## config.mk

```make
export PLATFORM = sky130hd
export DESIGN_NAME = eeprom_2w_slave
export DESIGN_NICKNAME = d
export VERILOG_FILES = /design/src/rtl/e2w_pkg.sv /design/src/rtl/e2w_bus_cond.sv /design/src/rtl/e2w_proto.sv /design/src/rtl/e2w_page_commit.sv /design/src/rtl/eeprom_2w_slave.sv
export SDC_FILE = /design/constraint.sdc
export NUM_CORES = 1
export LEC_CHECK = 0
export ABC_AREA = 1
export CORE_ASPECT_RATIO = 0.75
export CORE_UTILIZATION = 58
export DETAILED_ROUTE_END_ITERATION = 7
export DONT_BUFFER_PORTS = 1
export PLACE_DENSITY = 0.75
export SLEW_MARGIN = 30
export SYNTH_ARGS = -nofsm -noshare
export SYNTH_HDL_FRONTEND = slang
export SYNTH_SLANG_ARGS = --single-unit
```

## constraint.sdc

```tcl
create_clock -name clk_i -period 2.07 [get_ports clk_i]
set_clock_uncertainty 0.05 [all_clocks]
set_input_delay 0.3105 -clock clk_i [delete_from_list [all_inputs] [get_ports clk_i]]
set_output_delay 0.3105 -clock clk_i [all_outputs]
set_load 0.01 [all_outputs]
```

## src/rtl/e2w_pkg.sv

```systemverilog
package e2w_pkg;

  typedef enum logic [3:0] {
    ST_IDLE,
    ST_DEV,
    ST_DEV_ACK,
    ST_WADR,
    ST_WADR_ACK,
    ST_WDAT,
    ST_WDAT_ACK,
    ST_RDAT,
    ST_RACK
  } e2w_state_e;

  typedef struct packed {
    logic start;
    logic stop;
    logic rise;
    logic fall;
  } bus_ev_t;

endpackage

```

## src/rtl/e2w_bus_cond.sv

```systemverilog
module e2w_bus_cond
  import e2w_pkg::*;
(
  input  logic    clk_i,
  input  logic    rst_ni,
  input  logic    scl_i,
  input  logic    sda_i,
  output bus_ev_t ev_o
);

  logic scl_q, sda_q;

  always_ff @(posedge clk_i or negedge rst_ni) begin
    if (!rst_ni) begin
      scl_q <= 1'b1;
      sda_q <= 1'b1;
    end else begin
      scl_q <= scl_i;
      sda_q <= sda_i;
    end
  end

  // data edges with clock held high are frame markers
  assign ev_o.start = scl_i & scl_q & sda_q & ~sda_i;
  assign ev_o.stop  = scl_i & scl_q & ~sda_q & sda_i;
  assign ev_o.rise  = scl_i & ~scl_q;
  assign ev_o.fall  = ~scl_i & scl_q;

endmodule

```

## src/rtl/e2w_proto.sv

```systemverilog
module e2w_proto
  import e2w_pkg::*;
#(
  parameter int          ADDR_W   = 7,
  parameter int          DATA_W   = 8,
  parameter int          PAGE_W   = 3,
  parameter logic [3:0]  DEV_CODE = 4'b1010
) (
  input  logic                     clk_i,
  input  logic                     rst_ni,
  input  bus_ev_t                  ev_i,
  input  logic                     sda_i,
  input  logic                     busy_i,
  input  logic [DATA_W-1:0]        rdata_i,
  output logic [ADDR_W-1:0]        raddr_o,
  output logic                     pull_o,
  output logic                     pg_we_o,
  output logic [PAGE_W-1:0]        pg_idx_o,
  output logic [ADDR_W-PAGE_W-1:0] pg_base_o,
  output logic [DATA_W-1:0]        pg_data_o
);

  localparam int CNT_W = $clog2(DATA_W + 1);
  localparam logic [CNT_W-1:0] BYTE_END = CNT_W'(DATA_W);

  e2w_state_e          state_q;
  logic [CNT_W-1:0]    cnt_q;
  logic [DATA_W-1:0]   sh_q;
  logic [DATA_W-1:0]   tx_q;
  logic [ADDR_W-1:0]   ptr_q;
  logic [PAGE_W-1:0]   col_q;
  logic                rw_q;
  logic                ack_q;

  logic byte_done, code_ok;

  assign byte_done = (cnt_q == BYTE_END);
  assign code_ok   = (sh_q[DATA_W-1 -: 4] == DEV_CODE);

  always_ff @(posedge clk_i or negedge rst_ni) begin
    if (!rst_ni) begin
      state_q <= ST_IDLE;
      cnt_q   <= '0;
      sh_q    <= '0;
      tx_q    <= '1;
      ptr_q   <= '0;
      col_q   <= '0;
      rw_q    <= 1'b0;
      ack_q   <= 1'b0;
    end else if (ev_i.start) begin
      state_q <= ST_DEV;
      cnt_q   <= '0;
      ack_q   <= 1'b0;
    end else if (ev_i.stop) begin
      state_q <= ST_IDLE;
      ack_q   <= 1'b0;
    end else begin
      case (state_q)
        ST_DEV, ST_WADR, ST_WDAT: begin
          if (ev_i.rise) begin
            sh_q  <= {sh_q[DATA_W-2:0], sda_i};
            cnt_q <= cnt_q + 1'b1;
          end else if (ev_i.fall && byte_done) begin
            cnt_q <= '0;
            case (state_q)
              ST_DEV: begin
                if (code_ok && !busy_i) begin
                  ack_q   <= 1'b1;
                  rw_q    <= sh_q[0];
                  state_q <= ST_DEV_ACK;
                end else begin
                  state_q <= ST_IDLE;
                end
              end
              ST_WADR: begin
                ptr_q   <= sh_q[ADDR_W-1:0];
                col_q   <= sh_q[PAGE_W-1:0];
                ack_q   <= 1'b1;
                state_q <= ST_WADR_ACK;
              end
              default: begin
                // pointer follows the last byte latched; column wraps in page
                ptr_q   <= {ptr_q[ADDR_W-1:PAGE_W], col_q};
                col_q   <= col_q + 1'b1;
                ack_q   <= 1'b1;
                state_q <= ST_WDAT_ACK;
              end
            endcase
          end
        end
        ST_DEV_ACK: begin
          if (ev_i.fall) begin
            ack_q <= 1'b0;
            if (rw_q) begin
              tx_q    <= rdata_i;
              ptr_q   <= ptr_q + 1'b1;
              state_q <= ST_RDAT;
            end else begin
              state_q <= ST_WADR;
            end
          end
        end
        ST_WADR_ACK, ST_WDAT_ACK: begin
          if (ev_i.fall) begin
            ack_q   <= 1'b0;
            state_q <= ST_WDAT;
          end
        end
        ST_RDAT: begin
          if (ev_i.rise) begin
            cnt_q <= cnt_q + 1'b1;
          end else if (ev_i.fall) begin
            if (byte_done) begin
              cnt_q   <= '0;
              state_q <= ST_RACK;
            end else begin
              tx_q <= {tx_q[DATA_W-2:0], 1'b1};
            end
          end
        end
        ST_RACK: begin
          if (ev_i.rise && sda_i) begin
            state_q <= ST_IDLE;
          end else if (ev_i.fall) begin
            tx_q    <= rdata_i;
            ptr_q   <= ptr_q + 1'b1;
            state_q <= ST_RDAT;
          end
        end
        default: ;
      endcase
    end
  end

  assign pull_o    = (state_q == ST_RDAT) ? ~tx_q[DATA_W-1] : ack_q;
  assign raddr_o   = ptr_q;
  assign pg_we_o   = (state_q == ST_WDAT) && ev_i.fall && byte_done && !ev_i.start && !ev_i.stop;
  assign pg_idx_o  = col_q;
  assign pg_base_o = ptr_q[ADDR_W-1:PAGE_W];
  assign pg_data_o = sh_q;

endmodule

```

## src/rtl/e2w_page_commit.sv

```systemverilog
module e2w_page_commit #(
  parameter int ADDR_W    = 7,
  parameter int DATA_W    = 8,
  parameter int PAGE_W    = 3,
  parameter int WR_CYCLES = 200
) (
  input  logic                     clk_i,
  input  logic                     rst_ni,
  input  logic                     start_i,
  input  logic                     stop_i,
  input  logic                     wr_en_i,
  input  logic                     pg_we_i,
  input  logic [PAGE_W-1:0]        pg_idx_i,
  input  logic [ADDR_W-PAGE_W-1:0] pg_base_i,
  input  logic [DATA_W-1:0]        pg_data_i,
  output logic                     busy_o,
  output logic                     mem_we_o,
  output logic [ADDR_W-1:0]        mem_waddr_o,
  output logic [DATA_W-1:0]        mem_wdata_o
);

  localparam int PAGE_N = 1 << PAGE_W;
  localparam int TW     = (WR_CYCLES > PAGE_N) ? $clog2(WR_CYCLES) : PAGE_W + 1;
  localparam logic [TW-1:0] T_LAST = TW'(WR_CYCLES - 1);
  localparam logic [TW-1:0] T_WIN  = TW'(PAGE_N);

  logic [DATA_W-1:0]        buf_q [PAGE_N];
  logic [PAGE_N-1:0]        mask_q;
  logic [ADDR_W-PAGE_W-1:0] base_q;
  logic [TW-1:0]            tmr_q;
  logic                     busy_q;

  logic commit, busy_end, drop;
  logic [PAGE_W-1:0] slot;

  assign commit   = !busy_q && stop_i && (|mask_q) && wr_en_i;
  assign busy_end = busy_q && (tmr_q == T_LAST);
  assign drop     = !busy_q && (start_i || stop_i) && !commit;
  assign slot     = tmr_q[PAGE_W-1:0];

  for (genvar g = 0; g < PAGE_N; g++) begin : g_slot
    always_ff @(posedge clk_i or negedge rst_ni) begin
      if (!rst_ni) begin
        buf_q[g]  <= '0;
        mask_q[g] <= 1'b0;
      end else if (pg_we_i && pg_idx_i == PAGE_W'(g)) begin
        buf_q[g]  <= pg_data_i;
        mask_q[g] <= 1'b1;
      end else if (drop || busy_end) begin
        mask_q[g] <= 1'b0;
      end
    end
  end

  always_ff @(posedge clk_i or negedge rst_ni) begin
    if (!rst_ni) begin
      base_q <= '0;
    end else if (pg_we_i) begin
      base_q <= pg_base_i;
    end
  end

  always_ff @(posedge clk_i or negedge rst_ni) begin
    if (!rst_ni) begin
      busy_q <= 1'b0;
      tmr_q  <= '0;
    end else if (commit) begin
      busy_q <= 1'b1;
      tmr_q  <= '0;
    end else if (busy_q) begin
      if (busy_end) busy_q <= 1'b0;
      else          tmr_q  <= tmr_q + 1'b1;
    end
  end

  // drain one page slot per cycle at the head of the busy interval
  assign mem_we_o    = busy_q && (tmr_q < T_WIN) && mask_q[slot];
  assign mem_waddr_o = {base_q, slot};
  assign mem_wdata_o = buf_q[slot];
  assign busy_o      = busy_q;

endmodule

```

## src/rtl/eeprom_2w_slave.sv

```systemverilog
module eeprom_2w_slave #(
  parameter int         ADDR_W    = 7,
  parameter int         DATA_W    = 8,
  parameter int         PAGE_W    = 3,
  parameter logic [3:0] DEV_CODE  = 4'b1010,
  parameter int         WR_CYCLES = 200
) (
  input  logic              clk_i,
  input  logic              rst_ni,
  input  logic              scl_i,
  input  logic              sda_i,
  input  logic              wr_en_i,
  output logic              sda_pull_o,
  output logic              mem_we_o,
  output logic [ADDR_W-1:0] mem_waddr_o,
  output logic [DATA_W-1:0] mem_wdata_o,
  output logic [ADDR_W-1:0] mem_raddr_o,
  input  logic [DATA_W-1:0] mem_rdata_i,
  output logic              busy_o
);

  import e2w_pkg::*;

  bus_ev_t                  ev;
  logic                     start_w, stop_w;
  logic                     pg_we;
  logic [PAGE_W-1:0]        pg_idx;
  logic [ADDR_W-PAGE_W-1:0] pg_base;
  logic [DATA_W-1:0]        pg_data;

  assign start_w = ev.start;
  assign stop_w  = ev.stop;

  e2w_bus_cond u_cond (
    .clk_i (clk_i),
    .rst_ni(rst_ni),
    .scl_i (scl_i),
    .sda_i (sda_i),
    .ev_o  (ev)
  );

  e2w_proto #(
    .ADDR_W  (ADDR_W),
    .DATA_W  (DATA_W),
    .PAGE_W  (PAGE_W),
    .DEV_CODE(DEV_CODE)
  ) u_proto (
    .clk_i    (clk_i),
    .rst_ni   (rst_ni),
    .ev_i     (ev),
    .sda_i    (sda_i),
    .busy_i   (busy_o),
    .rdata_i  (mem_rdata_i),
    .raddr_o  (mem_raddr_o),
    .pull_o   (sda_pull_o),
    .pg_we_o  (pg_we),
    .pg_idx_o (pg_idx),
    .pg_base_o(pg_base),
    .pg_data_o(pg_data)
  );

  e2w_page_commit #(
    .ADDR_W   (ADDR_W),
    .DATA_W   (DATA_W),
    .PAGE_W   (PAGE_W),
    .WR_CYCLES(WR_CYCLES)
  ) u_commit (
    .clk_i      (clk_i),
    .rst_ni     (rst_ni),
    .start_i    (start_w),
    .stop_i     (stop_w),
    .wr_en_i    (wr_en_i),
    .pg_we_i    (pg_we),
    .pg_idx_i   (pg_idx),
    .pg_base_i  (pg_base),
    .pg_data_i  (pg_data),
    .busy_o     (busy_o),
    .mem_we_o   (mem_we_o),
    .mem_waddr_o(mem_waddr_o),
    .mem_wdata_o(mem_wdata_o)
  );

endmodule

```

# Word-level counts from Yosys, hierarchy flattened
# Index checks and enable logic that the tools add are counted.
# word_totals
register_bits	123
input_bits	13
out_inout_bits	25
word_cells	225
# classes
addsub	4
magnitude_cmp	3
eq_ne	44
n_mux	69
n_bitwise	17
reduce_logical	58
# ops
cell	count
$mux W8	12
$mux W4	18
$mux W7	6
$ne A4 B1 Y1 const B	9
$bmux W8 S3	1
$pmux W8 S3	1
$logic_and A1 B1 Y1	23
$mux W1	21
$pmux W7 S3	1
$pmux W4 S5	1
$reduce_and A10 Y1	2
$reduce_bool A2 Y1	9
$eq A4 B3 Y1 const B	4
$ne A2 B1 Y1 const B	8
$pmux W7 S2	1
$eq A3 B3 Y1 const B	4
$eq A4 B4 Y1 const B	3
$pmux W3 S2	2
$reduce_and A11 Y1	1
$ne A2 B2 Y1 const B	5
$reduce_and A5 Y1	2
$not A1 Y1	9
$reduce_and A9 Y1	1
$reduce_bool A3 Y1	3
other kinds (34)	48

# Depth between registers and ports, before layout
# Gate-level depths: netlist (run 1).
# depth
ltp_word	11
mapped_depth	11
ltp_nobuf	11

# By module
# A second synthesis (run 1) with hierarchy kept.
# hier_totals
hier_cells	817
area_unflattened_um2	6547.5
# modules_own_cells
module	n_inst	cells_each	area_each_um2	seq_area_each_um2
e2w_page_commit	1	481	4103.9	2127.0
e2w_proto	1	323	2349.8	910.9
e2w_bus_cond	1	13	93.8	52.6

# Worst setup path after synthesis (run 1)
# Ideal clock, no wire load.
# synth_path
path_kind	reg-to-reg
from	register u_proto.cnt_q[0]
to	register u_commit.buf_q[54] in the netlist's numbering
setup_time_ps	130
arrival_time_ps	1753
slack_ps	137
stages_incl_launch_ff	11
n_path_buf	1
synth_period_minus_slack_ps	1933
cell_sequence	dfrtp_1 -> inv_1 -> ha_1 -> nand2_1 -> nor2_1 -> nand2_1 -> nor3_4 -> nand3_1 -> buf_6 -> nand2_1 -> o21ai_0
# synth_via
elab_chain_cells	5
# synth_rtl
element	line_no	source
start: declaration	e2w_proto.sv:27	logic [CNT_W-1:0] cnt_q;
start signal: assignment	e2w_proto.sv:62	cnt_q <= cnt_q + 1'b1;
start signal: assignment	e2w_proto.sv:111	cnt_q <= cnt_q + 1'b1;
$eq A4 B4 Y1	e2w_proto.sv:37	assign byte_done = (cnt_q == BYTE_END);
$logic_and A1 B1 Y1 (3 in a row)	e2w_proto.sv:137	assign pg_we_o = (state_q == ST_WDAT) && ev_i.fall && byte_done && !ev_i.start && !ev_i.stop;
$logic_and A1 B1 Y1	e2w_page_commit.sv:46	end else if (pg_we_i && pg_idx_i == PAGE_W'(g)) begin
end signal: indexed assignment	e2w_page_commit.sv:47	buf_q[g] <= pg_data_i;
end: declaration	e2w_page_commit.sv:27	logic [DATA_W-1:0] buf_q [PAGE_N];
# No other way between the ends.
# A chain may end at the register's enable or synchronous reset.

# Final worst setup path (run 1)
# layout_path
from	register u_commit.tmr_q[0]
to	output mem_wdata_o[5]
# layout_via
elab_chain_cells	4
# layout_rtl
element	line_no	source
start: declaration	e2w_page_commit.sv:30	logic [TW-1:0] tmr_q;
start signal: assignment	e2w_page_commit.sv:72	else tmr_q <= tmr_q + 1'b1;
$not A3 Y4 (implied by the code)	e2w_page_commit.sv:79	assign mem_wdata_o = buf_q[slot];
$bmux W8 S3	e2w_page_commit.sv:79	
$mux W8 (implied by the code) (2 in a row)	e2w_page_commit.sv:79	
end: declaration	eeprom_2w_slave.sv:16	output logic [DATA_W-1:0] mem_wdata_o,
# No other way between the ends. The select of a mux whose other input is x is not followed.

==> results by group, run 1 <==
Placement
  • Half-perimeter wire length of the detailed placement result: 10.9 mm
  • Final weighted congestion in routability-driven placement: 0.958
  • Count of input and output buffers: 0

Drt
  • Number of remaining DRC errors: 0
  • DR iter-0 viols: 683
  • Vias: slightly below 6000
  • Final WL: 16.6 mm
  • Number of detailed-routing iterations run before antenna repair: 6
  • Number of vias per cell: 5.82
  • Post-detailed-route count of antenna-violating nets: 0
  • Routed WL per cell: ~17 µm

Synthesis
  • Fraction of synthesis flops using an asynchronous set or reset pin: 1.00
  • Adder-Cell Fraction of Synth Area: 0.0257
  • Mapped Cells: 818
  • Sequential area share after synthesis: 0.488
  • FF+latch count, synth: 123
  • Most common cell in the synthesized netlist: sky130_fd_sc_hd__nand2_1
  • Post-synthesis xor/xnor area fraction: 0.00692
  • Share of synthesized area spent on multiplexers: 0.0111
  • Synth Flop Type: sky130_fd_sc_hd__dfrtp_1
  • Top cells by count, synth: 245 x sky130_fd_sc_hd__nand2_1, 130 x sky130_fd_sc_hd__o21ai_0, 113 x sky130_fd_sc_hd__dfrtp_1
  • Simple logic cell fraction of the synthesized area: 0.269
  • Main combinational cell family by area after synthesis: simple AND/OR/NAND/NOR gates
  • Mean Syn Cell Area: 7.74 µm²
  • Netlist area before placement: 6330 µm²
  • Top cells by area in the synthesized netlist: sky130_fd_sc_hd__dfrtp_1 45%, sky130_fd_sc_hd__nand2_1 15%, sky130_fd_sc_hd__o21ai_0 10%, sky130_fd_sc_hd__nor2_1 5.2%, sky130_fd_sc_hd__nand3_1 4.8%
  • YS warnings: 0
  • Fraction of the mapped netlist area in compound gates: 0.138
  • Area share of the leading cell type in the synthesized netlist: 0.447
  • Number of library cell types mapped by synthesis: 31
  • Post-synth top area cell: sky130_fd_sc_hd__dfrtp_1
  • Post-Synthesis Net Count: around 840
  • Number of synthesized flops with an enable pin: 0

Timing
  • Fin. max-slew vios: 0
  • Final clock period utilization by the worst path: 0.977
  • Normalized max-slew margin: 0.674
  • Least-Margin Pin Slew: just under 0.5 ns
  • Setup Viol. Count Final: 0
  • Worst slack on hold paths: -0.464 ns
  • Unrepaired setup endpoints after global routing: yes
  • Top achievable clock speed: 0.495 GHz
  • Final Hold Fails: roughly 120
  • Clock period minus final worst setup slack: a little over 2 ns

Global route
  • Number of global-route vias before repair: 5430
  • Total routing usage reported by global routing: 0.313
  • Layer carrying the most global-route usage: met1
  • Met3 Track Usage GR: 0.0733
  • Met2 track demand over resource: 0.457
  • Initial antenna violation count: 0
  • Total congestion overflow after global routing: 0
  • Global-route wire length before repair: 27.3 mm
  • Met1 track utilization from global routing: 0.463
  • Maximum number of pins on one net before global-route repair: about 120

Floorplanning
  • Core Area: 10500 µm²
  • Die boundary width: 123 µm
  • Num rows: 32
  • Ports placed on the boundary: 38
  • Die outline height: ~90 µm
  • Die footprint: 11300 µm²
  • Initial Utilization: 0.606

Cells and area
  • Antenna diode count: 0
  • Nets: 875
  • Final standard cell utilization of the core: 0.707
  • Share of layout cells above drive strength 1: 0.125
  • Growth of design area from synthesis to finish: 16.7%

Clock network
  • Clock latency at the later pin of the worst-skew pair: between 0.4 and 0.5 ns
  • TritonCTS clock tree: yes
  • Cts bufs inserted: 17
  • Clock Tree Root: sky130_fd_sc_hd__clkbuf_16
  • CTS sink cnt: 123
  • Clock slew at reported path FFs: ~0.06 ns
  • H-Tree Depth: 4
  • Hold buffer count at cts: 2
  • Maximum buffer depth of the clock tree: 2

Status
  • Status: finished with violations
  • Failing checks: negative hold slack

Power and ir drop
  • Power consumption: 7.52 mW
  • Peak supply drop: between 600 and 700 µV
  • Static Leakage: 3.66 nW
  • Total power divided by cell area: 1020 nW/µm²

Setup path
  • CP required: 1.71 ns
  • Endpoint type of the worst setup path: primary output
  • Crit start category: register
  • Data arrival time of the critical path: 1.66 ns
  • Maximum fanout along the worst path: 16
  • Critical path class: register to primary output

Flow run
  • Max-Cap Viols: 0

Hold path
  • Kind of path behind the tightest hold check: input pin to asynchronous set/reset pin
cells in the final DEF (no fill, tap or decap), types with 2 or more instances in the layout:
| cell | netlist | layout |
|---|---|---|
| sky130_fd_sc_hd__dfrtp_1 | 113 | 111 |
| sky130_fd_sc_hd__xor2_1 | 3 | 3 |
| sky130_fd_sc_hd__mux2i_1 | 7 | 7 |
| sky130_fd_sc_hd__clkinv_4 | 0 | 2 |
| sky130_fd_sc_hd__clkbuf_16 | 0 | 18 |
| sky130_fd_sc_hd__o21ai_0 | 130 | 119 |
| sky130_fd_sc_hd__clkinv_2 | 0 | 6 |
| sky130_fd_sc_hd__dfstp_2 | 10 | 10 |
| sky130_fd_sc_hd__xnor2_1 | 2 | 2 |
| sky130_fd_sc_hd__ha_1 | 13 | 13 |
| sky130_fd_sc_hd__dlygate4sd3_1 | 0 | 2 |
| sky130_fd_sc_hd__nand2_1 | 245 | 236 |
| sky130_fd_sc_hd__dfrtp_2 | 0 | 2 |
| sky130_fd_sc_hd__nand2_2 | 1 | 10 |
| sky130_fd_sc_hd__nand4_1 | 13 | 13 |
| sky130_fd_sc_hd__o22ai_1 | 17 | 17 |
| sky130_fd_sc_hd__nand3_2 | 0 | 2 |
| sky130_fd_sc_hd__nor2_1 | 87 | 83 |
| sky130_fd_sc_hd__buf_12 | 0 | 3 |
| sky130_fd_sc_hd__a21oi_1 | 11 | 11 |
| sky130_fd_sc_hd__buf_4 | 4 | 33 |
| sky130_fd_sc_hd__nor2_2 | 1 | 3 |
| sky130_fd_sc_hd__nor3_1 | 4 | 4 |
| sky130_fd_sc_hd__bufinv_16 | 0 | 2 |
| sky130_fd_sc_hd__inv_1 | 55 | 53 |
| sky130_fd_sc_hd__nor2_4 | 1 | 3 |
| sky130_fd_sc_hd__buf_6 | 6 | 3 |
| sky130_fd_sc_hd__clkbuf_8 | 0 | 3 |
| sky130_fd_sc_hd__nand3_1 | 61 | 58 |
| sky130_fd_sc_hd__o21ai_1 | 5 | 16 |
| sky130_fd_sc_hd__clkinvlp_4 | 0 | 3 |
| sky130_fd_sc_hd__inv_2 | 0 | 2 |
kinds of logic (layout without fill, tap and decap cells):
logic type	after synthesis	count (layout)
AND/OR/NAND/NOR	415	415
AO/OA/AOI/OAI	168	168
flip-flops	123	123
buffers and inverters	87	131
adder cells (fa/ha/maj)	13	13
multiplexers	7	7
XOR/XNOR	5	5
path summary, 6_finish.rpt:
kind	startpoint	endpoint	slack, ns	cells past startpoint
hold / removal	rst_ni	u_commit.tmr_q[2]$_DFFE_PN0P_	-0.46	0
min in group clk_i	mem_rdata_i[0]	u_proto.tx_q[0]$_DFFE_PN1P_	0.01	2
max in group asynchronous	rst_ni	u_proto.tx_q[3]$_DFFE_PN1P_	2.13	0
hold reg to reg	u_commit.buf_q[35]$_DFFE_PN0P_	u_commit.buf_q[35]$_DFFE_PN0P_	0.43	2
setup / recovery	u_commit.tmr_q[0]$_DFFE_PN0P_	mem_wdata_o[5]	0.05	6
setup reg to reg	u_cond.scl_q$_DFF_PN1_	u_commit.buf_q[0]$_DFFE_PN0P_	0.12	10
layout make-up:
type / count / area [µm²]
fillers: 806 / 3070
clock buffers: 20 / 467
flip-flops and latches: 123 / 3090
inverters: 56 / 215
repair buffers: 43 / 402
multi-input cells: 608 / 2920
well taps: 136 / 170
clock inverters: 12 / 121
state kept, by name, indices dropped and copies added (netlist names), 3 cells and up:
register           cells
u_proto.state_q        4
u_commit.base_q        4
u_proto.cnt_q          4
u_proto.pg_idx_o       3
u_proto.tx_q           8
u_proto.raddr_o        7
u_commit.mask_q        8
u_proto.pg_data_o      8
u_commit.tmr_q         8
u_commit.buf_q        64
per-layer routing:
layer	routed length (µm)	part of all wire	vias up
li1	-	-	2769
met1	7620	0.46	2743
met2	7290	0.44	271
met3	1470	0.088	26
met4	226	0.014	0
met5	0	0	-
through the flow:
| stage | hold slack, ns | cell area, µm² | TNS, ns | cells | worst slack [ns] |
|---|---|---|---|---|---|
| global route | -0.477 | 7380 | -0.0621 | 998 | -0.0161 |
| detailed placement | -0.0325 | 6650 | 0 | 961 | 0.0501 |
| CTS | -0.469 | 7260 | 0 | 995 | 0.0000766 |
| finish | -0.464 | 7380 | 0 | 998 | 0.0486 |
| global placement | -0.0321 | 6650 | 0 | 961 | 0.0944 |
| floorplan | -0.0351 | 6330 | 0 | 818 | 0.137 |
report_power, final:
group / internal, mW / switching (mW)
Clock: 1.85 / 1.08
Combinational: 0.602 / 1.09
Sequential: 2.65 / 0.243
timing repair:
action                     in CTS  in global routing
cloned                          0                  1
setup buffers                   0                  2
setup endpoints to repair       9                 96
hold endpoints to repair      125                123
pin swaps                       0                  2
gates resized for setup         3                 39
critical path, cell delays in order (launching register included):
cell and delay (ns):
sky130_fd_sc_hd__dfrtp_2 0.48, sky130_fd_sc_hd__clkinv_4 0.14, sky130_fd_sc_hd__buf_12 0.18, sky130_fd_sc_hd__o21ai_0 0.17, sky130_fd_sc_hd__o22ai_1 0.10, sky130_fd_sc_hd__nand2_1 0.08, sky130_fd_sc_hd__nand2_2 0.09
Power figures use the tool's default switching activity.
==> run 2: changes to the inputs <==
--- a/config.mk
+++ b/config.mk
@@ -7,7 +7,7 @@
 export LEC_CHECK = 0
 export ABC_AREA = 1
 export CORE_ASPECT_RATIO = 0.75
-export CORE_UTILIZATION = 58
+export CORE_UTILIZATION = 60
 export DETAILED_ROUTE_END_ITERATION = 7
 export DONT_BUFFER_PORTS = 1
 export PLACE_DENSITY = 0.75
==> constraint.sdc (replaced) <==
create_clock -name clk_i -period 2.37 [get_ports clk_i]
set_clock_uncertainty 0.05 [all_clocks]
set_input_delay 0.3555 -clock clk_i [delete_from_list [all_inputs] [get_ports clk_i]]
set_output_delay 0.3555 -clock clk_i [all_outputs]
set_load 0.01 [all_outputs]
==> run 2 against run 1 <==
Effect of this change: the flow still finishes with violations (negative hold slack); die area down 3.3%; sequential power decreased by 13%; worst hold slack improved by 0.053 ns; register-to-register slack better by 0.05 ns; final cell count down 1.5%; first-iteration DRC count shrank 16%; sequential cell count did not move; total power shrank 15%; global-route usage fell by 0.065 points; sequential share of layout area increased by 1.5 points.
==> results by group, run 2 (synthesized netlist as in run 1, its figures left out) <==
Status
  • Status: finished with violations
  • Failing checks: negative hold slack

Drt
  • DR iter-0 viols: 574 (-16%)
  • Vias: 5702 (-1.8%)
  • Number of detailed-routing iterations run before antenna repair: 5 (-1)
  • Post-detailed-route count of antenna-violating nets: 0 (unchanged)
  • Routed WL per cell: 16.2 µm (-2.8%)
  • Number of remaining DRC errors: 0 (unchanged)
  • Number of vias per cell: 5.80 (-0.34%)
  • Final WL: 15.9 mm (-4.2%)

Setup path
  • CP required: 1.96 ns (+0.25 ns)
  • Worst reg2reg path depth: 10 (unchanged)
  • Endpoint type of the worst setup path: primary output
  • Reg-to-reg setup timing slack: 0.17 ns (+0.05 ns)
  • Crit start category: register
  • Data arrival time of the critical path: 1.83 ns (+0.17 ns)
  • Endpoint of the most critical register-to-register path: u_commit.buf_q[12]$_DFFE_PN0P_
  • Critical path class: register to primary output
  • Reg-to-reg startpoint: u_proto.cnt_q[0]$_DFFE_PN0P_
  • Maximum fanout along the worst path: 15 (-1)

Timing
  • Unrepaired setup endpoints after global routing: no
  • Total negative slack: 0 ns (unchanged)
  • Final Hold Fails: 123 (unchanged)
  • Fin. max-slew vios: 0 (unchanged)
  • Worst slack on hold paths: -0.411 ns (+0.0530 ns)
  • Clock period minus final worst setup slack: 2.24 ns
  • Top achievable clock speed: 0.447 GHz
  • Least setup slack across all paths after layout: 0.135 ns (+0.0863 ns)
  • Normalized max-slew margin: 0.648 (-0.0257)
  • Final clock period utilization by the worst path: 0.943
  • Least-Margin Pin Slew: 0.525 ns (+0.0371 ns)
  • Setup Viol. Count Final: 0 (unchanged)

Floorplanning
  • Initial Utilization: 0.615 (+0.00943)
  • Die boundary width: 121 µm (-1.7%)
  • Die footprint: 11000 µm² (-3.3%)
  • Die outline height: 91.0 µm (-1.6%)
  • Ports placed on the boundary: 38 (unchanged)
  • Core Area: 10300 µm² (-1.5%)
  • Num rows: 32 (unchanged)

Power and ir drop
  • Static Leakage: 3.55 nW (-2.9%)
  • Peak supply drop: 537 µV (-13%)
  • Total power divided by cell area: 898 nW/µm² (-12%)
  • Power consumption: 6.40 mW (-15%)

Cells and area
  • Number of flip-flops in the largest register: 64 (unchanged)
  • Nets: 860 (-1.7%)
  • Commonest non-fill, non-tap cell in the layout: sky130_fd_sc_hd__nand2_1
  • Antenna diode count: 0 (unchanged)
  • Share of layout cells above drive strength 1: 0.0791 (-0.0462)
  • Largest register by flop count: u_commit.buf_q
  • Growth of design area from synthesis to finish: 12.6%
  • Leading cell types in the layout, fill and taps excluded: 245 x sky130_fd_sc_hd__nand2_1, 130 x sky130_fd_sc_hd__o21ai_0, 113 x sky130_fd_sc_hd__dfrtp_1
  • Area of all placed cells without fillers: 7130 µm² (-3.5%)
  • Final standard cell utilization of the core: 0.693 (-0.0141)
  • Final Non-Filler Cells: 983 (-1.5%)

Global route
  • Initial antenna violation count: 0 (unchanged)
  • Total routing usage reported by global routing: 0.313 (-0.000654)
  • Number of global-route vias before repair: 5456 (+0.48%)
  • Maximum number of pins on one net before global-route repair: 124 (unchanged)
  • Global-route wire length before repair: 26.6 mm (-2.7%)
  • Total congestion overflow after global routing: 0 (unchanged)

Clock network
  • Maximum buffer depth of the clock tree: 2 (unchanged)
  • CTS sink cnt: 123 (unchanged)
  • H-Tree Depth: 4 (unchanged)
  • Hold buffer count at cts: 2 (unchanged)
  • TritonCTS clock tree: yes
  • Clock slew at reported path FFs: 0.05 ns (about the same)
  • Cts bufs inserted: 17 (unchanged)
  • Clock latency at the later pin of the worst-skew pair: 0.41 ns (about the same)
  • Clock Tree Root: sky130_fd_sc_hd__clkbuf_16

Placement
  • Setup Slack @ Placement: 0.244 ns (+0.194 ns)
  • Count of input and output buffers: 0 (unchanged)
  • Final weighted congestion in routability-driven placement: 0.958 (about the same)
  • DP Cell Count: 949 (-1.2%)
  • Half-perimeter wire length of the detailed placement result: 10.6 mm (-2.8%)
  • Area post-placement: 6520 µm² (-1.9%)

Flow run
  • Max-Cap Viols: 0 (unchanged)

Hold path
  • Kind of path behind the tightest hold check: input pin to asynchronous set/reset pin
[run 2: area by class of cell]
| cell class | instances | area [µm²] |
|---|---|---|
| Clock buffer | 24 | 462 |
| Clock inverter | 8 | 120 |
| Fill cell | 812 | 3160 |
| Inverter | 56 | 210 |
| Multi-Input combinational cell | 608 | 2860 |
| Sequential cell | 123 | 3090 |
| Tap cell | 136 | 170 |
| Timing Repair Buffer | 28 | 215 |
[run 2: worst max-delay path by stage]
| stage | start | to | slack (ns) | cells after the start |
|---|---|---|---|---|
| after floorplan | u_proto.cnt_q[0]$_DFFE_PN0P_ | u_commit.buf_q[54]$_DFFE_PN0P_ | 0.44 | 10 |
| after global placement | u_cond.scl_q$_DFF_PN1_ | u_proto.raddr_o[5]$_DFFE_PN0P_ | 0.28 | 10 |
| after detailed placement | u_cond.scl_q$_DFF_PN1_ | u_proto.raddr_o[3]$_DFFE_PN0P_ | 0.24 | 10 |
| after CTS | u_commit.tmr_q[1]$_DFFE_PN0P_ | mem_wdata_o[0] | 0.15 | 6 |
| after global routing | u_cond.scl_q$_DFF_PN1_ | u_proto.tx_q[1]$_DFFE_PN1P_ | 0.01 | 9 |
| final | u_commit.tmr_q[1]$_DFFE_PN0P_ | mem_wdata_o[0] | 0.13 | 6 |
[run 2: power by group]
part	leakage [nW]	switching, mW	internal [mW]
logic	1.65	0.888	0.420
registers	1.63	0.206	2.32
clock network	0.278	0.895	1.67
[run 2: worst max-delay path: stages (launching register included)]
cell                      delay (ns)
sky130_fd_sc_hd__dfrtp_1        0.48
sky130_fd_sc_hd__inv_1          0.20
sky130_fd_sc_hd__buf_4          0.25
sky130_fd_sc_hd__o21ai_0        0.11
sky130_fd_sc_hd__o22ai_1        0.17
sky130_fd_sc_hd__nand2_1        0.07
sky130_fd_sc_hd__nand2_1        0.14
[run 2: metal layers]
layer  track usage  routed length, µm
met5             0                  0
met4        0.0947                206
met1         0.437               7410
met2         0.474               6940
met3        0.0886               1340
[run 2: timing repair]
item	4_1_cts	5_1_grt
gates resized for setup	0	2
setup endpoints to repair	0	7
endpoints found under the hold margin	125	123
setup buffers	0	0
